[src/rtl/cmul_pkg.sv]
package cmul_pkg;
    // Output growth over the input width: the largest constant is below 2**10.
    localparam int GROWTH   = 10;
    // Shift amounts used by the adder graph.
    localparam int SH_F15   = 4;  // 15  = 16*1 - 1
    localparam int SH_F47   = 5;  // 47  = 32*1 + 15
    localparam int SH_F255  = 8;  // 255 = 256*1 - 1
    localparam int SH_F423  = 3;  // 423 = 8*47 + 47
    // Wired shifts from odd fundamentals to the outputs.
    localparam int SH_O480  = 5;  // 480  = 15  << 5
    localparam int SH_O512  = 9;  // 512  = 1   << 9
    localparam int SH_O846  = 1;  // 846  = 423 << 1
    localparam int SH_O1020 = 2;  // 1020 = 255 << 2
    // Pipeline depth from input pin to output pin.
    localparam int LATENCY  = 5;
endpackage

[src/rtl/cmul_stage1.sv]
module cmul_stage1
    import cmul_pkg::*;
#(
    parameter int W = 22
) (
    input  logic                clk,
    input  logic                rst_n,
    input  logic                vld_i,
    input  logic signed [W-1:0] x_i,
    output logic                vld_o,
    output logic signed [W-1:0] n1_o,
    output logic signed [W-1:0] n15_o
);
    typedef struct packed {
        logic                vld;
        logic signed [W-1:0] n1;
        logic signed [W-1:0] n15;
    } s1_t;

    s1_t s1_d, s1_q;

    always_comb begin
        s1_d     = s1_q;
        s1_d.vld = vld_i;
        s1_d.n1  = x_i;
        s1_d.n15 = (x_i <<< SH_F15) - x_i;
    end

    always_ff @(posedge clk or negedge rst_n) begin
        if (!rst_n) s1_q <= '0;
        else        s1_q <= s1_d;
    end

    assign vld_o = s1_q.vld;
    assign n1_o  = s1_q.n1;
    assign n15_o = s1_q.n15;
endmodule

[src/rtl/cmul_stage2.sv]
module cmul_stage2
    import cmul_pkg::*;
#(
    parameter int W = 22
) (
    input  logic                clk,
    input  logic                rst_n,
    input  logic                vld_i,
    input  logic signed [W-1:0] n1_i,
    input  logic signed [W-1:0] n15_i,
    output logic                vld_o,
    output logic signed [W-1:0] n1_o,
    output logic signed [W-1:0] n47_o
);
    typedef struct packed {
        logic                vld;
        logic signed [W-1:0] n1;
        logic signed [W-1:0] n47;
    } s2_t;

    s2_t s2_d, s2_q;

    always_comb begin
        s2_d     = s2_q;
        s2_d.vld = vld_i;
        s2_d.n1  = n1_i;                       // pure delay for later use
        s2_d.n47 = (n1_i <<< SH_F47) + n15_i;  // registered adder
    end

    always_ff @(posedge clk or negedge rst_n) begin
        if (!rst_n) s2_q <= '0;
        else        s2_q <= s2_d;
    end

    assign vld_o = s2_q.vld;
    assign n1_o  = s2_q.n1;
    assign n47_o = s2_q.n47;
endmodule

[src/rtl/cmul_stage3.sv]
module cmul_stage3
    import cmul_pkg::*;
#(
    parameter int W = 22
) (
    input  logic                clk,
    input  logic                rst_n,
    input  logic                vld_i,
    input  logic signed [W-1:0] n1_i,
    input  logic signed [W-1:0] n47_i,
    output logic                vld_o,
    output logic signed [W-1:0] n1_o,
    output logic signed [W-1:0] n15_o,
    output logic signed [W-1:0] n255_o,
    output logic signed [W-1:0] n423_o
);
    typedef struct packed {
        logic                vld;
        logic signed [W-1:0] n1;
        logic signed [W-1:0] n15;
        logic signed [W-1:0] n255;
        logic signed [W-1:0] n423;
    } s3_t;

    s3_t s3_d, s3_q;

    always_comb begin
        s3_d      = s3_q;
        s3_d.vld  = vld_i;
        s3_d.n1   = n1_i;
        // Duplicate of the stage-1 adder; replaces a two-stage delay line.
        s3_d.n15  = (n1_i <<< SH_F15) - n1_i;
        // Scheduled late on purpose: only needs the delayed input.
        s3_d.n255 = (n1_i <<< SH_F255) - n1_i;
        s3_d.n423 = (n47_i <<< SH_F423) + n47_i;
    end

    always_ff @(posedge clk or negedge rst_n) begin
        if (!rst_n) s3_q <= '0;
        else        s3_q <= s3_d;
    end

    assign vld_o  = s3_q.vld;
    assign n1_o   = s3_q.n1;
    assign n15_o  = s3_q.n15;
    assign n255_o = s3_q.n255;
    assign n423_o = s3_q.n423;
endmodule

[src/rtl/cmul_pipe_bank.sv]
module cmul_pipe_bank
    import cmul_pkg::*;
#(
    parameter int IN_W  = 12,
    parameter int OUT_W = IN_W + GROWTH
) (
    input  logic                    clk,
    input  logic                    rst_n,
    input  logic                    in_vld,
    input  logic signed [IN_W-1:0]  in_smp,
    output logic                    out_vld,
    output logic signed [OUT_W-1:0] prod_480,
    output logic signed [OUT_W-1:0] prod_512,
    output logic signed [OUT_W-1:0] prod_846,
    output logic signed [OUT_W-1:0] prod_1020
);
    localparam logic signed [OUT_W-1:0] K255 = OUT_W'(255);
    localparam logic signed [OUT_W-1:0] K423 = OUT_W'(423);

    // Input register
    typedef struct packed {
        logic                   vld;
        logic signed [IN_W-1:0] x;
    } in_t;

    in_t in_d, in_q;

    always_comb begin
        in_d     = in_q;
        in_d.vld = in_vld;
        in_d.x   = in_smp;
    end

    always_ff @(posedge clk or negedge rst_n) begin
        if (!rst_n) in_q <= '0;
        else        in_q <= in_d;
    end

    logic signed [OUT_W-1:0] x_ext;
    assign x_ext = OUT_W'(in_q.x);

    // Adder graph stages
    logic                    s1_vld, s2_vld, s3_vld;
    logic signed [OUT_W-1:0] s1_n1, s1_n15;
    logic signed [OUT_W-1:0] s2_n1, s2_n47;
    logic signed [OUT_W-1:0] s3_n1, s3_n15, s3_n255, s3_n423;

    cmul_stage1 #(.W(OUT_W)) stage1_i (
        .clk(clk), .rst_n(rst_n),
        .vld_i(in_q.vld), .x_i(x_ext),
        .vld_o(s1_vld), .n1_o(s1_n1), .n15_o(s1_n15)
    );

    cmul_stage2 #(.W(OUT_W)) stage2_i (
        .clk(clk), .rst_n(rst_n),
        .vld_i(s1_vld), .n1_i(s1_n1), .n15_i(s1_n15),
        .vld_o(s2_vld), .n1_o(s2_n1), .n47_o(s2_n47)
    );

    cmul_stage3 #(.W(OUT_W)) stage3_i (
        .clk(clk), .rst_n(rst_n),
        .vld_i(s2_vld), .n1_i(s2_n1), .n47_i(s2_n47),
        .vld_o(s3_vld), .n1_o(s3_n1), .n15_o(s3_n15),
        .n255_o(s3_n255), .n423_o(s3_n423)
    );

    // Output register with wired shifts
    typedef struct packed {
        logic                    vld;
        logic signed [OUT_W-1:0] p480;
        logic signed [OUT_W-1:0] p512;
        logic signed [OUT_W-1:0] p846;
        logic signed [OUT_W-1:0] p1020;
    } out_t;

    out_t out_d, out_q;

    always_comb begin
        out_d       = out_q;
        out_d.vld   = s3_vld;
        out_d.p480  = s3_n15  <<< SH_O480;
        out_d.p512  = s3_n1   <<< SH_O512;
        out_d.p846  = s3_n423 <<< SH_O846;
        out_d.p1020 = s3_n255 <<< SH_O1020;
    end

    always_ff @(posedge clk or negedge rst_n) begin
        if (!rst_n) out_q <= '0;
        else        out_q <= out_d;
    end

    assign out_vld   = out_q.vld;
    assign prod_480  = out_q.p480;
    assign prod_512  = out_q.p512;
    assign prod_846  = out_q.p846;
    assign prod_1020 = out_q.p1020;

    // Edges since reset, saturating; arms the history-based checks.
    logic [2:0] age_d, age_q;

    always_comb begin
        age_d = (age_q == 3'd7) ? age_q : age_q + 3'd1;
    end

    always_ff @(posedge clk or negedge rst_n) begin
        if (!rst_n) age_q <= '0;
        else        age_q <= age_d;
    end

    // the duplicated 15 adder agrees with the stage-1 adder on the same sample
    a_r1_dup_f15_agrees: assert property (@(posedge clk) disable iff (!rst_n)
        (age_q >= 3'd2) |-> (s3_n15 == $past(s1_n15, 2)));

    // the carried unit value reaches stage 3 unchanged
    a_r2_unit_carried: assert property (@(posedge clk) disable iff (!rst_n)
        (age_q >= 3'd2) |-> (s3_n1 == $past(s1_n1, 2)));

    // node 423 is the registered input times 423
    a_r3_node423: assert property (@(posedge clk) disable iff (!rst_n)
        (age_q >= 3'd3) |-> (s3_n423 == $past(x_ext, 3) * K423));

    // node 255 is the registered input times 255
    a_r4_node255: assert property (@(posedge clk) disable iff (!rst_n)
        (age_q >= 3'd3) |-> (s3_n255 == $past(x_ext, 3) * K255));

    // valid emerges five edges after the input pin
    a_r5_valid_latency: assert property (@(posedge clk) disable iff (!rst_n)
        (age_q >= 3'd5) |-> (out_vld == $past(in_vld, 5)));
endmodule

[config.mk]
export PLATFORM = sky130hd
export DESIGN_NAME = cmul_pipe_bank
export DESIGN_NICKNAME = d
export VERILOG_FILES = /design/src/rtl/cmul_pkg.sv /design/src/rtl/cmul_stage1.sv /design/src/rtl/cmul_stage2.sv /design/src/rtl/cmul_stage3.sv /design/src/rtl/cmul_pipe_bank.sv
export SDC_FILE = /design/constraint.sdc
export NUM_CORES = 1
export LEC_CHECK = 0
export BUFFER_PORTS_ARGS = -buffer_cell sky130_fd_sc_hd__clkbuf_2
export CAP_MARGIN = 5
export CORE_MARGIN = 8
export CORE_UTILIZATION = 43
export CTS_CLUSTER_SIZE = 8
export DETAILED_ROUTE_END_ITERATION = 6
export GPL_TIMING_DRIVEN = 0
export SYNTH_ARGS = -nofsm -noshare
export SYNTH_HDL_FRONTEND = slang
export SYNTH_SLANG_ARGS = --single-unit
[constraint.sdc]
create_clock -name clk -period 3 [get_ports clk]
set_input_delay 0.3 -clock clk [delete_from_list [all_inputs] [get_ports clk]]
set_output_delay 0.3 -clock clk [all_outputs]
set_load 0.005 [all_outputs]
== Yosys cells after proc, flatten, opt, wreduce, memory -nomap -nowiden ==
Index checks and enable logic that the tools add are counted.
Word-level totals
  flip-flop bits (word level): 216
  input bits: 15
  output and inout port bits: 89
  word-level logic and storage cells: 23
Operators by class
  add/subtract/negate cells: 5
Operators with widths (number)
  $sub 16x12->17: 2
  $add 21x18->21: 1
  $sub 20x12->20: 1
  $add 17x17->18: 1

== Logic depth before layout (Yosys ltp) ==
  word-level depth: 1
  gate-level depth with buffers: 9
  gate-level depth less buffers: 9

== Cells and area by module ==
Synthesis repeated with hierarchy kept, for this count alone.
Unflattened totals
  cell total of the unflattened synthesis: 955
  area total of the unflattened synthesis: 11437.2 um^2
Modules (own cells, without submodules)
  cmul_stage3: instances 1, cells each 495, area each 4987.3 um^2, seq. area each 2102.0 um^2
  cmul_stage1: instances 1, cells each 216, area each 2319.7 um^2, seq. area each 1101.1 um^2
  cmul_pipe_bank: instances 1, cells each 103, area each 2258.4 um^2, seq. area each 2127.0 um^2
  cmul_stage2: instances 1, cells each 141, area each 1871.8 um^2, seq. area each 1126.1 um^2

== Worst setup path before layout ==
OpenSTA, ideal clock, no wires.
  path kind: reg2reg
  start: register stage2_i.s2_q, in the netlist stage2_i.n47_o[0]
  end: register stage3_i.s3_q, in the netlist stage3_i.n423_o[19]
  setup time: 79 ps
  arrival time: 2172 ps
  required time: 2921 ps
  setup slack: 749 ps
  cell stages (with the launch flop): 10
  path buffers: 0
  path through: dfrtp_1 ha_1 inv_1 fa_1 nand2b_1 a21oi_1 o221a_2 o221ai_1 o21ai_0 xor2_1
RTL lines
  start: declaration: RTL line cmul_stage2.sv:21  | s2_t s2_d, s2_q;
  start signal: assignment: RTL line cmul_stage2.sv:31  | if (!rst_n) s2_q <= '0;
  start signal: assignment: RTL line cmul_stage2.sv:32  | else s2_q <= s2_d;
  end signal: assignment: RTL line cmul_stage3.sv:39  | if (!rst_n) s3_q <= '0;
  end signal: assignment: RTL line cmul_stage3.sv:40  | else s3_q <= s3_d;
  end: declaration: RTL line cmul_stage3.sv:25  | s3_t s3_d, s3_q;

==> results by group <==
Synthesis
  – Synth Flop Type: dfrtp_1
  – Register bit total from synthesis: 202
  – Mean area per synthesized cell: 13.1 um^2
  – Netlist Area Pre-Place: 8170 um^2
  – Cell count after synthesis: 624
  – Post-synthesis sequential area ratio: 61.9%
  – FFs w/ async S/R, synth: 100%
  – EDFF count, synth: 0
  – Synth warn: 0
  – Cell variety after synth: 57

Worst setup path
  – Crit path required time: 3430 ps
  – Max FO, Critical Path: 10
  – Launching point of the worst reg2reg path: stage2_i.n47_o[0]$_DFF_PN0_
  – Critical path, cell by cell: ha_1 -> inv_1 -> fa_1 -> nand2b_1 -> a21oi_1 -> o221a_2 -> o221ai_1 -> o21ai_0 -> xor2_1
  – Setup Crit Path Kind: flip-flop to flip-flop
  – CP Launch Point: stage2_i.n47_o[0]$_DFF_PN0_
  – CP max stage delay: 490 ps
  – CP endpoint kind: flip-flop
  – Crit path launch type: flip-flop
  – Delay-heaviest family, CP: compound AO/OA/AOI/OAI gates
  – Arrival time worst endpoint: 3240 ps
  – Worst Path Buf+Inv: 1
  – CP max-delay cell: dfrtp_2

Power
  – Worst vdd ir: 0.000447 V
  – Power density over the cells: 868 nW/um^2
  – Pleak: 4.73 nW

Routing
  – WL final: 15.5 mm
  – First-pass DRT Iterations: 4
  – DRT iter0 DRCs: 195
  – Post-DRT Antenna Nets: 0
  – DR vias/cell: 5.04
  – Post-DR wirelength/cell: 15.4 um
  – Detailed-route via count: 5079
  – # DRC: 0

Clock tree
  – Max Root-Sink Buffers: 3
  – Reg clk slew, reported paths: 50 ps
  – Clock sinks: 202
  – Clock root cell: clkbuf_16
  – Worst-Skew Late Latency: 520 ps
  – H-tree levels: 1
  – Cts bufs inserted: 29
  – CTS tree: yes

GRT
  – Vias in the first global route: 5348
  – Initial antenna violation count: 0
  – Largest net degree at the start of global routing: 117
  – Total global routing overflow: 0
  – Total global routing track utilization: 13.1%
  – First-pass GRT wire length: 25.7 mm

Place
  – HPWL after detailed placement: 11.1 mm
  – I/O Buffers: 86
  – DP Worst Slack: 166 ps
  – GP Congestion: 0.847
  – Cells after DPL: 961

Cells and area
  – Fillers: 1568
  – Most common cell after layout, fill and taps aside: dfrtp_1
  – P&R area growth vs syn: 21.3%
  – Post-Layout Cell Count: 1008
  – Commonest non-fill, non-tap cells in the layout: dfrtp_1 (201), clkbuf_2 (85), ha_1 (60)
  – Multi-input gate area: 2840 um^2
  – Reg area: 5060 um^2
  – Antenna diode count: 0
  – Final #Nets: 849
  – Ratio of cells with drive above 1 in the final layout: 20.5%

Timing
  – Crit share post-route: 93.5%
  – Worst Slack Setup Final: 194 ps
  – Tmin final: 2810 ps
  – Final setup TNS: 0 ps
  – Final Hold Fails: 0
  – Setup Viol. Count Final: 0
  – Pins Over Slew Limit: 0
  – Max Freq: 0.356 GHz
  – RSZ-0062 raised after global routing: no
  – Actual slew at the worst max-slew pin: 715 ps
  – Normalized max-slew margin: 51.1%
  – Skew final: 15.2 ps

Worst hold path
  – Hold Crit Class: flip-flop to flip-flop
  – Min-Delay Startpoint: stage1_i.n15_o[4]$_DFF_PN0_

Floorplanning
  – Die Width: 154 um
  – Io pins: 104
  – Initial core utilization: 43.7%
  – Die area: 23700 um^2
  – Core ar.: 18700 um^2
  – Row count: 50
  – Die Y-Extent: 154 um

Status
  – Status: finished, final reports clean

Job
  – Max Cap Viol: 0
-- where the power goes --
part           internal [mW]  switching [mW]  total (mW)
clock network           1.76            1.03        2.78
logic                   1.02            1.26        2.28
registers               3.29           0.240        3.53
-- registers in the layout, indices dropped and copies added (netlist names) --
| name | count |
|---|---|
| stage3_i.n423_o | 21 |
| prod_846 | 20 |
| stage3_i.n255_o | 19 |
| stage2_i.n47_o | 18 |
| prod_480 | 17 |
| stage1_i.n15_o | 17 |
| prod_1020 | 16 |
| in_q | 13 |
| stage3_i.n15_o | 13 |
| prod_512 | 11 |
| stage1_i.n1_o | 11 |
| stage2_i.n1_o | 11 |
| stage3_i.n1_o | 11 |
| out_vld | 1 |
| stage1_i.vld_o | 1 |
| stage2_i.vld_o | 1 |
| stage3_i.vld_o | 1 |
-- path summary, 6_finish.rpt --
check | endpoint | slack, ps | cells after the start
worst max-delay path | stage3_i.n423_o[19]$_DFF_PN0_ | 190 | 9
worst min-delay path | stage2_i.n47_o[4]$_DFF_PN0_ | 340 | 0
worst max register to register | stage3_i.n423_o[19]$_DFF_PN0_ | 190 | 9
worst min register to register | stage2_i.n47_o[4]$_DFF_PN0_ | 340 | 0
max in group asynchronous | stage2_i.n47_o[0]$_DFF_PN0_ | 1660 | 3
min in group asynchronous | prod_480[9]$_DFF_PN0_ | 390 | 2
-- layout make-up --
class	instances	area share (%)
Inverter	39	1.48
Clock buffer	32	7.74
Tap cell	234	2.95
Multi-Input combinational cell	373	28.6
Sequential cell	202	51.0
Clock inverter	1	0.0884
Buffer	26	1.97
Timing Repair Buffer	101	6.12
-- cell usage after synthesis (6+ instances only) --
| cell type | instances | area share [%] |
|---|---|---|
| a21oi_1 | 48 | 2.9 |
| nand3_1 | 6 | 0.37 |
| xor2_1 | 14 | 1.5 |
| buf_4 | 24 | 2.2 |
| nor2_1 | 25 | 1.1 |
| nor3_1 | 7 | 0.43 |
| nand2_1 | 15 | 0.69 |
| ha_1 | 60 | 9.2 |
| dfrtp_1 | 202 | 62 |
| xnor2_1 | 46 | 4.9 |
| o21ai_0 | 22 | 1.3 |
| a21o_1 | 13 | 1.2 |
| o21a_1 | 6 | 0.55 |
| o31ai_1 | 7 | 0.64 |
| a211oi_1 | 6 | 0.55 |
| o21bai_1 | 10 | 0.92 |
| inv_1 | 39 | 1.8 |
-- kinds of logic (layout without fill, tap and decap cells) --
logic type,Yosys count,after routing,synth area share (%)
other,1,17,0.0459
xor gates and xnor gates,60,60,6.43
DFF,202,202,61.9
AOI/OAI and AO/OA,144,144,11.7
and+or+nand+nor,90,90,6.14
adders and majority gates,62,62,9.68
buffers and inverters,65,199,4.18
-- metrics by stage --
stage / hold slack [ps] / power, mW / cell area, um^2 / utilization [%]
finish: 339 / 8.60 / 9910 / 53.0
global route: 344 / 9.13 / 9910 / 53.0
CTS: 344 / 8.69 / 9910 / 53.0
detailed placement: 335 / 5.82 / 8990 / 48.1
global placement: 335 / 5.72 / 8950 / 47.9
floorplan: 4.41 / 5.09 / 8230 / -
-- layer usage --
metal	track usage [%]	share of wire, %	up-vias
met5	0	0	-
met4	5.41	2.3	0
met2	23.4	52	160
met1	14.5	39	2446
li1	-	-	2439
met3	3.56	6.4	34
-- what timing repair did --
action / in CTS / in global routing
gates resized for setup: 0 / 1
endpoints found under the hold margin: 99 / 0
setup endpoints to repair: 0 / 1
hold buffers: 14 / 0
setup buffers: 0 / 0
No activity file was read; power rests on OpenSTA's default activity.
